$ cat src/rtl/mcache_pkg.sv
package mcache_pkg;

    typedef struct packed {
        logic cd;
        logic nw;
    } mode_t;

    localparam mode_t      MODE_AT_RESET  = '{cd: 1'b1, nw: 1'b0};
    localparam logic [7:0] FAULT_BAD_MODE = 8'd0;

    typedef enum logic [2:0] {
        S_IDLE,
        S_WB,
        S_FILL,
        S_WT,
        S_BRD,
        S_BWR,
        S_RESP
    } seq_state_e;

    function automatic logic mode_illegal(mode_t m);
        return !m.cd && m.nw;
    endfunction

    function automatic logic mode_allocates(mode_t m);
        return !m.cd;
    endfunction

endpackage

$ cat src/rtl/mcache_mode.sv
module mcache_mode
    import mcache_pkg::*;
(
    input  logic  clk,
    input  logic  rst,
    input  logic  wr_en,
    input  mode_t wr_val,
    output mode_t mode_q,
    output logic  fault_q
);

    always_ff @(posedge clk) begin
        if (rst) begin
            mode_q  <= MODE_AT_RESET;
            fault_q <= 1'b0;
        end else begin
            fault_q <= wr_en && mode_illegal(wr_val);
            if (wr_en && !mode_illegal(wr_val)) begin
                mode_q <= wr_val;
            end
        end
    end

    assert_illegal_kept_R2: assert property (@(posedge clk) disable iff (rst)
        (wr_en && mode_illegal(wr_val)) |=> (fault_q && (mode_q == $past(mode_q))));

    assert_fault_single_R2: assert property (@(posedge clk) disable iff (rst)
        (fault_q && !$past(wr_en)) |-> 1'b0);

endmodule

$ cat src/rtl/mcache_store.sv
module mcache_store #(
    parameter int LINES = 16,
    parameter int WORDS = 4,
    parameter int DW    = 32,
    parameter int TW    = 4
) (
    input  logic                     clk,
    input  logic                     rst,
    input  logic [$clog2(LINES)-1:0] idx,
    output logic                     line_valid,
    output logic                     line_mod,
    output logic [TW-1:0]            line_tag,
    output logic [WORDS*DW-1:0]      line_data,
    input  logic                     fill_en,
    input  logic [TW-1:0]            fill_tag,
    input  logic [WORDS*DW-1:0]      fill_data,
    input  logic                     wr_en,
    input  logic [$clog2(WORDS)-1:0] wr_word,
    input  logic [DW-1:0]            wr_data,
    input  logic                     wr_set_mod,
    input  logic                     inval_all
);

    localparam int LW = WORDS * DW;

    logic [LINES-1:0] valid_q;
    logic [LINES-1:0] mod_q;
    logic [TW-1:0]    tag_q  [LINES];
    logic [LW-1:0]    data_q [LINES];

    assign line_valid = valid_q[idx];
    assign line_mod   = mod_q[idx];
    assign line_tag   = tag_q[idx];
    assign line_data  = data_q[idx];

    always_ff @(posedge clk) begin
        if (rst) begin
            valid_q <= '0;
            mod_q   <= '0;
        end else if (inval_all) begin
            valid_q <= '0;
            mod_q   <= '0;
        end else if (fill_en) begin
            valid_q[idx] <= 1'b1;
            mod_q[idx]   <= 1'b0;
        end else if (wr_en) begin
            mod_q[idx] <= mod_q[idx] | wr_set_mod;
        end
    end

    always_ff @(posedge clk) begin
        if (fill_en) begin
            tag_q[idx]  <= fill_tag;
            data_q[idx] <= fill_data;
        end else if (wr_en) begin
            data_q[idx][int'(wr_word)*DW +: DW] <= wr_data;
        end
    end

    assert_inval_clears_R11: assert property (@(posedge clk) disable iff (rst)
        inval_all |=> (valid_q == '0));

    assert_fill_clean_R3: assert property (@(posedge clk) disable iff (rst)
        (fill_en && !inval_all) |=> (valid_q[$past(idx)] && !mod_q[$past(idx)]));

endmodule

$ cat src/rtl/mcache_seq.sv
module mcache_seq
    import mcache_pkg::*;
#(
    parameter int AW    = 10,
    parameter int DW    = 32,
    parameter int WORDS = 4,
    parameter int LINES = 16
) (
    input  logic                                         clk,
    input  logic                                         rst,
    input  logic                                         cpu_req,
    input  logic                                         cpu_we,
    input  logic [AW-1:0]                                cpu_addr,
    input  logic [DW-1:0]                                cpu_wdata,
    input  logic                                         wb_en,
    input  logic                                         allocate,
    input  logic                                         inval,
    output logic [DW-1:0]                                cpu_rdata,
    output logic                                         cpu_ready,
    output logic                                         mem_req,
    output logic                                         mem_we,
    output logic [AW-$clog2(WORDS)-1:0]                  mem_addr,
    output logic [WORDS-1:0]                             mem_wmask,
    output logic [WORDS*DW-1:0]                          mem_wdata,
    input  logic [WORDS*DW-1:0]                          mem_rdata,
    input  logic                                         mem_ack,
    output logic [$clog2(LINES)-1:0]                     st_idx,
    input  logic                                         st_valid,
    input  logic                                         st_mod,
    input  logic [AW-$clog2(WORDS)-$clog2(LINES)-1:0]    st_tag,
    input  logic [WORDS*DW-1:0]                          st_line,
    output logic                                         st_fill,
    output logic                                         st_wr,
    output logic                                         st_set_mod,
    output logic                                         st_inval,
    output logic [AW-$clog2(WORDS)-$clog2(LINES)-1:0]    req_tag,
    output logic [$clog2(WORDS)-1:0]                     req_off
);

    localparam int OB = $clog2(WORDS);
    localparam int IB = $clog2(LINES);
    localparam int TW = AW - OB - IB;

    seq_state_e       state_q, state_d;
    logic             inval_pend_q;
    logic             inval_now;
    logic             hit;
    logic             lookup;
    logic [WORDS-1:0] word_sel;
    logic [DW-1:0]    rdata_q;

    assign req_off = cpu_addr[OB-1:0];
    assign st_idx  = cpu_addr[OB +: IB];
    assign req_tag = cpu_addr[AW-1 -: TW];
    assign hit     = st_valid && (st_tag == req_tag);

    assign inval_now  = (state_q == S_IDLE) && (inval_pend_q || inval);
    assign lookup     = (state_q == S_IDLE) && !inval_now && cpu_req;
    assign st_inval   = inval_now;
    assign st_wr      = lookup && cpu_we && hit;
    assign st_set_mod = wb_en;
    assign st_fill    = (state_q == S_FILL) && mem_ack;

    for (genvar w = 0; w < WORDS; w++) begin : g_wsel
        assign word_sel[w] = (req_off == OB'(w));
    end

    always_comb begin
        state_d = state_q;
        unique case (state_q)
            S_IDLE: begin
                if (lookup) begin
                    if (hit)           state_d = (cpu_we && !st_mod) ? S_WT : S_RESP;
                    else if (!allocate) state_d = cpu_we ? S_BWR : S_BRD;
                    else               state_d = (st_valid && st_mod) ? S_WB : S_FILL;
                end
            end
            S_WB:   if (mem_ack) state_d = S_FILL;
            S_FILL: if (mem_ack) state_d = S_IDLE;
            S_WT, S_BRD, S_BWR: if (mem_ack) state_d = S_RESP;
            S_RESP: state_d = S_IDLE;
            default: state_d = S_IDLE;
        endcase
    end

    always_ff @(posedge clk) begin
        if (rst) begin
            state_q      <= S_IDLE;
            inval_pend_q <= 1'b0;
            rdata_q      <= '0;
        end else begin
            state_q      <= state_d;
            inval_pend_q <= (inval_pend_q || inval) && !inval_now;
            if (lookup && !cpu_we && hit) begin
                rdata_q <= st_line[int'(req_off)*DW +: DW];
            end else if ((state_q == S_BRD) && mem_ack) begin
                rdata_q <= mem_rdata[int'(req_off)*DW +: DW];
            end
        end
    end

    assign cpu_ready = (state_q == S_RESP);
    assign cpu_rdata = rdata_q;

    assign mem_req   = (state_q == S_WB) || (state_q == S_FILL) || (state_q == S_WT) ||
                       (state_q == S_BRD) || (state_q == S_BWR);
    assign mem_we    = (state_q == S_WB) || (state_q == S_WT) || (state_q == S_BWR);
    assign mem_addr  = (state_q == S_WB) ? {st_tag, st_idx} : cpu_addr[AW-1:OB];
    assign mem_wmask = (state_q == S_WB) ? '1 : word_sel;
    assign mem_wdata = (state_q == S_WB) ? st_line : {WORDS{cpu_wdata}};

    assert_req_held_R12: assert property (@(posedge clk) disable iff (rst)
        (mem_req && !mem_ack) |=> (mem_req && $stable(mem_addr) && $stable(mem_we)));

    assert_ready_pulse_R12: assert property (@(posedge clk) disable iff (rst)
        cpu_ready |=> !cpu_ready);

    assert_wb_then_fill_R4: assert property (@(posedge clk) disable iff (rst)
        ((state_q == S_WB) && mem_ack) |=> ((state_q == S_FILL) && mem_req && !mem_we));

    assert_no_alloc_R8: assert property (@(posedge clk) disable iff (rst)
        st_fill |-> allocate);

    assert_inval_idle_R11: assert property (@(posedge clk) disable iff (rst)
        st_inval |-> !mem_req);

endmodule

$ cat src/rtl/mcache_ctrl.sv
module mcache_ctrl
    import mcache_pkg::*;
#(
    parameter int AW    = 10,
    parameter int DW    = 32,
    parameter int WORDS = 4,
    parameter int LINES = 16
) (
    input  logic                        clk,
    input  logic                        rst,
    input  logic                        cpu_req,
    input  logic                        cpu_we,
    input  logic [AW-1:0]               cpu_addr,
    input  logic [DW-1:0]               cpu_wdata,
    input  logic                        wb_en,
    output logic [DW-1:0]               cpu_rdata,
    output logic                        cpu_ready,
    input  logic                        mode_we,
    input  logic                        mode_cd,
    input  logic                        mode_nw,
    output logic                        mode_cd_q,
    output logic                        mode_nw_q,
    output logic                        fault,
    output logic [7:0]                  fault_code,
    input  logic                        inval,
    output logic                        mem_req,
    output logic                        mem_we,
    output logic [AW-$clog2(WORDS)-1:0] mem_addr,
    output logic [WORDS-1:0]            mem_wmask,
    output logic [WORDS*DW-1:0]         mem_wdata,
    input  logic [WORDS*DW-1:0]         mem_rdata,
    input  logic                        mem_ack
);

    localparam int OB = $clog2(WORDS);
    localparam int IB = $clog2(LINES);
    localparam int TW = AW - OB - IB;
    localparam int LW = WORDS * DW;

    mode_t           wr_mode, cur_mode;
    logic [IB-1:0]   st_idx;
    logic            st_valid, st_mod, st_fill, st_wr, st_set_mod, st_inval;
    logic [TW-1:0]   st_tag, req_tag;
    logic [LW-1:0]   st_line;
    logic [OB-1:0]   req_off;

    assign wr_mode    = '{cd: mode_cd, nw: mode_nw};
    assign mode_cd_q  = cur_mode.cd;
    assign mode_nw_q  = cur_mode.nw;
    assign fault_code = FAULT_BAD_MODE;

    mcache_mode u_mode (
        .clk     (clk),
        .rst     (rst),
        .wr_en   (mode_we),
        .wr_val  (wr_mode),
        .mode_q  (cur_mode),
        .fault_q (fault)
    );

    mcache_store #(.LINES(LINES), .WORDS(WORDS), .DW(DW), .TW(TW)) u_store (
        .clk        (clk),
        .rst        (rst),
        .idx        (st_idx),
        .line_valid (st_valid),
        .line_mod   (st_mod),
        .line_tag   (st_tag),
        .line_data  (st_line),
        .fill_en    (st_fill),
        .fill_tag   (req_tag),
        .fill_data  (mem_rdata),
        .wr_en      (st_wr),
        .wr_word    (req_off),
        .wr_data    (cpu_wdata),
        .wr_set_mod (st_set_mod),
        .inval_all  (st_inval)
    );

    mcache_seq #(.AW(AW), .DW(DW), .WORDS(WORDS), .LINES(LINES)) u_seq (
        .clk        (clk),
        .rst        (rst),
        .cpu_req    (cpu_req),
        .cpu_we     (cpu_we),
        .cpu_addr   (cpu_addr),
        .cpu_wdata  (cpu_wdata),
        .wb_en      (wb_en),
        .allocate   (mode_allocates(cur_mode)),
        .inval      (inval),
        .cpu_rdata  (cpu_rdata),
        .cpu_ready  (cpu_ready),
        .mem_req    (mem_req),
        .mem_we     (mem_we),
        .mem_addr   (mem_addr),
        .mem_wmask  (mem_wmask),
        .mem_wdata  (mem_wdata),
        .mem_rdata  (mem_rdata),
        .mem_ack    (mem_ack),
        .st_idx     (st_idx),
        .st_valid   (st_valid),
        .st_mod     (st_mod),
        .st_tag     (st_tag),
        .st_line    (st_line),
        .st_fill    (st_fill),
        .st_wr      (st_wr),
        .st_set_mod (st_set_mod),
        .st_inval   (st_inval),
        .req_tag    (req_tag),
        .req_off    (req_off)
    );

    assert_mode_legal_R2: assert property (@(posedge clk) disable iff (rst)
        !(mode_illegal(cur_mode) && !$past(mode_illegal(cur_mode))));

endmodule

$ cat config.mk
export PLATFORM = sky130hd
export DESIGN_NAME = mcache_ctrl
export DESIGN_NICKNAME = d
export VERILOG_FILES = /design/src/rtl/mcache_pkg.sv /design/src/rtl/mcache_mode.sv /design/src/rtl/mcache_store.sv /design/src/rtl/mcache_seq.sv /design/src/rtl/mcache_ctrl.sv
export SDC_FILE = /design/constraint.sdc
export NUM_CORES = 2
export LEC_CHECK = 0
export ABC_CLOCK_PERIOD_IN_PS = 16950
export CAP_MARGIN = 20
export CELL_PAD_IN_SITES_DETAIL_PLACEMENT = 1
export CELL_PAD_IN_SITES_GLOBAL_PLACEMENT = 1
export CORE_MARGIN = 4
export CORE_UTILIZATION = 54
export CTS_CLUSTER_DIAMETER = 200
export DETAILED_ROUTE_END_ITERATION = 7
export PLACE_DENSITY = 0.83
export SYNTH_ARGS = -nofsm -noshare
export SYNTH_HDL_FRONTEND = slang
export SYNTH_HIERARCHICAL = 1
export SYNTH_SLANG_ARGS = --single-unit
$ cat constraint.sdc
create_clock -name clk -period 16.95 [get_ports clk]
set_input_delay 2.5425 -clock clk [delete_from_list [all_inputs] [get_ports clk]]
set_output_delay 2.5425 -clock clk [all_outputs]
set_load 0.02 [all_outputs]
-- Yosys cells after proc, flatten, opt, wreduce, memory -nomap -nowiden
Memory sizes are Yosys's and may differ from the RTL's.
Cells that the tools add are included.
- memory bits (writable): 2112
- register bits: 71
- output and inout port bits: 186
- word-level logic and storage cells: 356
- memories: 2
- bits of input ports: 180
- shift operators: 4
- bitwise logic cells: 132
- equal/unequal tests: 14
- muxes and demuxes: 157
- $add $sub $neg: 1
- reductions and logical operators: 36
- magnitude comparators: 2
- memory list (name ; words ; width ; rd ports ; clocked after Yosys merged registers in ; write ports ; RTL line ; source):
    u_store.data_q ; 16 ; 128 ; 1 ; 0 ; 1 ; mcache_store.sv:29 ; logic [LW-1:0] data_q [LINES];
    u_store.tag_q ; 16 ; 4 ; 1 ; 0 ; 1 ; mcache_store.sv:28 ; logic [TW-1:0] tag_q [LINES];
- operator list (cell ; number):
    128-bit two-way mux ; 2
    128-bit by 8-bit indexed part select with 32-bit output ; 2
    1-bit two-way mux ; 136
    1-bit bitwise OR ; 129
    32-bit by 33-bit variable shift with 128-bit output (first input constant) ; 1
    32-bit by 33-bit indexed part select with 128-bit output ; 1
    32-bit two-way mux ; 2
    7-bit negation with 33-bit output ; 1
    16-bit two-way mux ; 2
    3-bit two-way mux ; 7
    1-bit logical AND ; 17
    16-bit AND ; 1
    16-bit bitwise mux ; 1
    16-bit NOT ; 1
    16-bit bitwise OR ; 1
    3-bit one-hot mux with 4 select lines ; 1
    3-bit equality test (second input constant) ; 3
    1-bit binary-select mux with 4-bit select ; 2
    8-bit two-way mux ; 1
    1-bit logical OR ; 7
    3-bit by 2-bit equality test with 1-bit output (second input constant) ; 2
    2-bit inequality test (second input constant) ; 3
    1-bit zero test ; 5
    4-bit by 5-bit < comparator with 1-bit output (second input constant) ; 1
    other kinds (15) ; 17

-- Depth between registers and ports, before layout
- word-level depth: 11
- depth in mapped cells: 18
- mapped depth without buffers: 10

-- Hierarchy
Netlist, hierarchy kept.
- modules (own cells, without submodules) (module ; area each (sq um) ; sequential area each (sq um) ; cells each ; instances):
    mcache_store ; 82215.1 ; 64061.4 ; 3325 ; 1
    mcache_seq ; 5063.6 ; 720.7 ; 526 ; 1
    mcache_mode ; 108.9 ; 60.1 ; 10 ; 1
    mcache_ctrl ; 67.6 ; 0.0 ; 10 ; 1

-- Least setup slack after synthesis
No wires, ideal clock.
- path type: input to register
- start: in cpu_addr[2]
- end: mem u_store/data_q[15][100] (netlist name), enable pin
- slack: 9449 ps
- required time: 16529 ps
- buffers on the path: 6
- stages: 14
- library setup time: 421 ps
- data arrival time: 7080 ps
- cell sequence: buf_4 > buf_4 > clkbuf_1 > buf_2 > mux4_2 > mux4_2 > xnor2_1 > nand3_1 > buf_2 > or2_2 > nor2_1 > a21oi_1 > clkbuf_1 > nor2_1
- word-level cells in the longest chain between the ends: 8
- elaborated cells between the ends (all ways): 10
- those cells by class: eq/ne (1); mux (5); bitwise (1); reduce/logical (2); memory (1)
- RTL lines (what ; RTL line ; source):
    start: declaration ; mcache_ctrl.sv:13 ; input logic [AW-1:0] cpu_addr,
    memory read 16 x 4 bit ; - ;
    net st_tag[3] ; mcache_ctrl.sv:43 ; logic [TW-1:0] st_tag, req_tag;
    4-bit equality test ; mcache_seq.sv:55 ; assign hit = st_valid && (st_tag == req_tag);
    1-bit logical AND ; mcache_seq.sv:55 ;
    1-bit logical AND ; mcache_seq.sv:60 ; assign st_wr = lookup && cpu_we && hit;
    net st_wr ; mcache_ctrl.sv:42 ; logic st_valid, st_mod, st_fill, st_wr, st_set_mod, st_inval;
    1-bit two-way mux ; mcache_store.sv:55 ; end else if (wr_en) begin
    1-bit two-way mux ; mcache_store.sv:52 ; if (fill_en) begin
    128-bit two-way mux (implied by the code) ; mcache_store.sv:56 ; data_q[idx][int'(wr_word)*DW +: DW] <= wr_data;
    1-bit bitwise OR (no source line) ; - ;
    end: declaration ; mcache_store.sv:29 ;
The timed path passes the listed nets, and every way through them passes these cells. The select of a mux whose other input is x is not followed.

-- Final worst setup path
- start: in cpu_addr[3]
- end: out mem_wdata[16]
- word-level cells in the longest chain between the ends: 2
- RTL lines (what ; RTL line ; source):
    memory read 16 x 128 bit ; - ;
    net st_line[16] ; mcache_ctrl.sv:44 ; logic [LW-1:0] st_line;
    128-bit two-way mux ; mcache_seq.sv:110 ; assign mem_wdata = (state_q == S_WB) ? st_line : {WORDS{cpu_wdata}};
    end: declaration ; mcache_ctrl.sv:30 ; output logic [WORDS*DW-1:0] mem_wdata,
The timed path passes the listed nets, and every way through them passes these cells.

==> impl_table.tex <==
\begin{tabular}{lr}
\hline
Metric & Value \\
\hline
\multicolumn{2}{l}{\textbf{CTS}} \\
Number of buffers inserted during clock tree synthesis & $\sim$210 \\
Clk buf depth & 3 \\
Hold-fix buffer count after cts & 0 \\
Clock-pin slew on the worst setup and hold paths & $\sim$0.060 ns \\
Post-CTS setup buffer count & 0 \\
TritonCTS clock tree & yes \\
Cell at the root of the clock tree & clkbuf\_16 \\
Post-cts repair resize count & 0 \\
Insertion delay of the later-clocked pin in the worst-skew pair & roughly 0.88 ns \\
Htree depth & 4 \\
Clock Sink Count & 2183 \\
\multicolumn{2}{l}{\textbf{Timing}} \\
Peak clock frequency supported by timing & slightly above 90 MHz \\
Slew at the pin closest to its max-slew limit & about 1.5 ns \\
Sum Neg Setup Slack & 0 ns \\
Number of max-slew violations in the final report & 0 \\
Setup repair after global routing missed its margin & false \\
Number of hold violations in the final report & 0 \\
Tightest slew margin relative to the limit & less than 1\% \\
Tmin final & about 11 ns \\
Final number of setup-violating endpoints & 0 \\
Smallest hold slack & around 0.47 ns \\
Skew final & $\sim$0.057 ns \\
Share of the clock period used by the worst path after layout & a little over three fifths \\
\multicolumn{2}{l}{\textbf{Status}} \\
Result of the run & finished, final reports clean \\
\multicolumn{2}{l}{\textbf{GRT}} \\
Largest net degree at the start of global routing & between 150 and 200 \\
GRT Overall Usage & 38.0\% \\
Global routing usage on met2 & roughly 56\% \\
GRT Residual Overflow & 0 \\
Wire length of the first global-routing pass & roughly 430000 microns \\
Met1 Resource Use GR & around 47\% \\
Vias in the first global route & 51700 \\
GR peak layer & met2 \\
Initial antenna violation count & 24 \\
Met3 Use GR & between 10\% and 20\% \\
\multicolumn{2}{l}{\textbf{Die}} \\
Row Count & 147 \\
Top-Level Pins & 366 \\
Area of the die & roughly 170000 sq um \\
Height of the die & around 410 microns \\
Std-Cell Core Area & between 150000 and 200000 sq um \\
Horizontal die dimension & about 410 microns \\
Starting utilization of the core area & 54.4\% \\
\multicolumn{2}{l}{\textbf{Power and ir drop}} \\
IR Drop Worst-Case VDD & between 0.1 and 0.15 mV \\
Switching Share & a little under a quarter \\
Sequential power share & around 50\% \\
Switch Pwr & between 2 and 3 mW \\
Internal cell power & between 8 and 9 mW \\
Leakage Power & between 30 and 40 nW \\
PD cells & about 120 nW/um\^{}2 \\
Part of the power in the clock network & 41.0\% \\
Share of total power in combinational logic & under 10\% \\
\multicolumn{2}{l}{\textbf{Place}} \\
Hpwl dp & 172000 microns \\
Total placed cells including tap cells & $\sim$6200 \\
Routability congestion estimate & 0.831 \\
PortBufs & $\sim$360 \\
\multicolumn{2}{l}{\textbf{Finish}} \\
Post-route insts no fill & roughly 6700 \\
Synthesis-to-layout area growth & 15.5\% \\
Highest-count cells in the layout ignoring fill and taps & 2112 x edfxtp\_1, 731 x mux4\_2, 350 x clkdlybuf4s50\_1 \\
Fin util & 62.8\% \\
Share of layout cells above drive strength 1 & approximately 29\% \\
Count of filler cells inserted in the layout & between 10000 and 15000 \\
Net count of the finished layout & 4486 \\
Most common library cell in the layout ignoring fill and taps & edfxtp\_1 \\
\multicolumn{2}{l}{\textbf{Critical path}} \\
Kind of start point of the critical path & input port \\
Class of the most critical setup path & input port to output port \\
CP max-delay cell & buf\_4 \\
CP endpoint kind & output port \\
Critical path data arrival time & 8.16 ns \\
Crit-path most repeated cell & buf\_4 \\
Highest fanout seen on the critical path & between 60 and 70 \\
Cell-by-cell listing of the critical path & buf\_8 -> buf\_4 -> buf\_4 -> buf\_4 -> buf\_4 -> mux4\_2 -> mux4\_2 -> a21o\_1 -> clkdlybuf4s50\_1 \\
Highest cell delay on the worst timing path & 0.97 ns \\
CP required & between 10 and 15 ns \\
\multicolumn{2}{l}{\textbf{Logic synthesis}} \\
Register area share after synthesis & 74.1\% \\
YS warnings & 6 \\
Synthesized cell area & about 90000 sq um \\
Number of synthesized register bits & 2183 \\
Main synth FF type & edfxtp\_1 \\
Average instance area after synthesis & between 20 and 25 sq um \\
Synthesized netlist cell count & roughly 3900 \\
Distinct cell type count of the synthesized netlist & 58 \\
Asr flop ratio synth & 0\% \\
Post-synth EDFFs & 2112 \\
\multicolumn{2}{l}{\textbf{Drt}} \\
Final WL & roughly 320000 microns \\
Via count & just over 50000 \\
First DRT Iteration DRCs & roughly 9000 \\
Avg Vias per Cell & about 7.6 \\
Remaining antenna violation count after routing & 0 \\
Avg WL per Cell & 47.7 microns \\
Number of optimization iterations in the first detailed-route pass & 6 \\
Drc violations & 0 \\
\multicolumn{2}{l}{\textbf{Hold path}} \\
Worst min-delay path category & flip-flop to flip-flop \\
\multicolumn{2}{l}{\textbf{Job}} \\
Max-capacitance violation count & 0 \\
\hline
\end{tabular}
[layer usage]
metal  vias to the layer above  share of wire, %
met5                         -             0.071
met1                     25800                31
met4                        30               7.7
met3                      1386                17
li1                      17500                 -
met2                      5719                45
[stage by stage]
| step | instance area (sq um) | power, mW | setup slack (ns) |
|---|---|---|---|
| finish | 101000 | 11.6 | 6.24 |
| global route | 101000 | 11.9 | 5.92 |
| CTS | 101000 | 11.6 | 6.34 |
| detailed placement | 93900 | 6.92 | 6.37 |
| global placement | 93900 | 6.89 | 6.43 |
| floorplan | 87500 | 6.55 | 9.45 |
[cell type report]
class | count | area, sq um | area share (%)
diodes | 9 | 22.5 | 0.0223
clock buffers | 258 | 5540 | 5.48
clock inverters | 137 | 1320 | 1.31
inverters | 7 | 26.3 | 0.0260
multi-input cells | 1414 | 21900 | 21.6
flip-flops and latches | 2183 | 64800 | 64.2
well taps | 2160 | 2700 | 2.68
repair buffers | 483 | 4680 | 4.63
[worst max-delay path, delay by kind of cell]
family,cells,cell delay [ns]
AOI/OAI and AO/OA,1,0.22
buffers and inverters,6,3.94
muxes,2,1.12
[Yosys cell counts (16+ instances only)]
cell / instances / area [sq um]
edfxtp_1: 2112 / 63400
mux4_2: 731 / 16500
a21o_1: 132 / 991
clkbuf_1: 132 / 495
a22o_1: 126 / 1100
nand2_1: 91 / 342
nor2_1: 91 / 342
buf_2: 80 / 400
dfxtp_1: 71 / 1420
nor2b_1: 39 / 244
nor4_1: 33 / 206
a311oi_2: 30 / 450
buf_4: 30 / 225
buf_6: 18 / 203
o21a_1: 16 / 120
[worst paths after layout]
check,start,to,slack (ns),cells past startpoint
hold / removal,u_store/valid_q[4]$_SDFFE_PP0P_,u_store/valid_q[4]$_SDFFE_PP0P_,0.47,1
setup / recovery,cpu_addr[3],mem_wdata[16],6.24,9
hold reg to reg,u_store/valid_q[4]$_SDFFE_PP0P_,u_store/valid_q[4]$_SDFFE_PP0P_,0.47,1
setup reg to reg,u_store/tag_q[11][0]$_DFFE_PP_,u_store/data_q[9][99]$_DFFE_PP_,9.98,12
[cell families (layout without fill, tap and decap cells)]
logic type / count (synthesis) / in the layout / share of synthesized area [%]
xor+xnor: 4 / 4 / 0.0401
fa+ha+maj: 5 / 5 / 0.0715
other cells: 1 / 17 / 0.00429
mux: 743 / 743 / 19.0
buf+inv: 281 / 885 / 1.60
compound gates: 362 / 362 / 3.54
simple gates: 292 / 292 / 1.63
flops: 2183 / 2183 / 74.1
[sequential cells by signal, summed over array words and instances, names as in the netlist]
signal and cells:
u_seq/state_q 3, u_mode/fault_q 1, u_seq/inval_pend_q 1, u_store/data_q 2048, u_seq/cpu_rdata 32, u_store/mod_q 16
u_mode/mode_q 2, u_store/tag_q 64, u_store/valid_q 16
[power groups by stage]
stage	Clock (mW)	Sequential (mW)	Combinational (mW)
global placement	0	6.06	0.827
global route	5.04	5.95	0.928
floorplan	0	6.06	0.486
detailed placement	0	6.06	0.854
finish	4.77	5.95	0.910
CTS	4.79	5.95	0.881
Power figures use the tool's default switching activity.
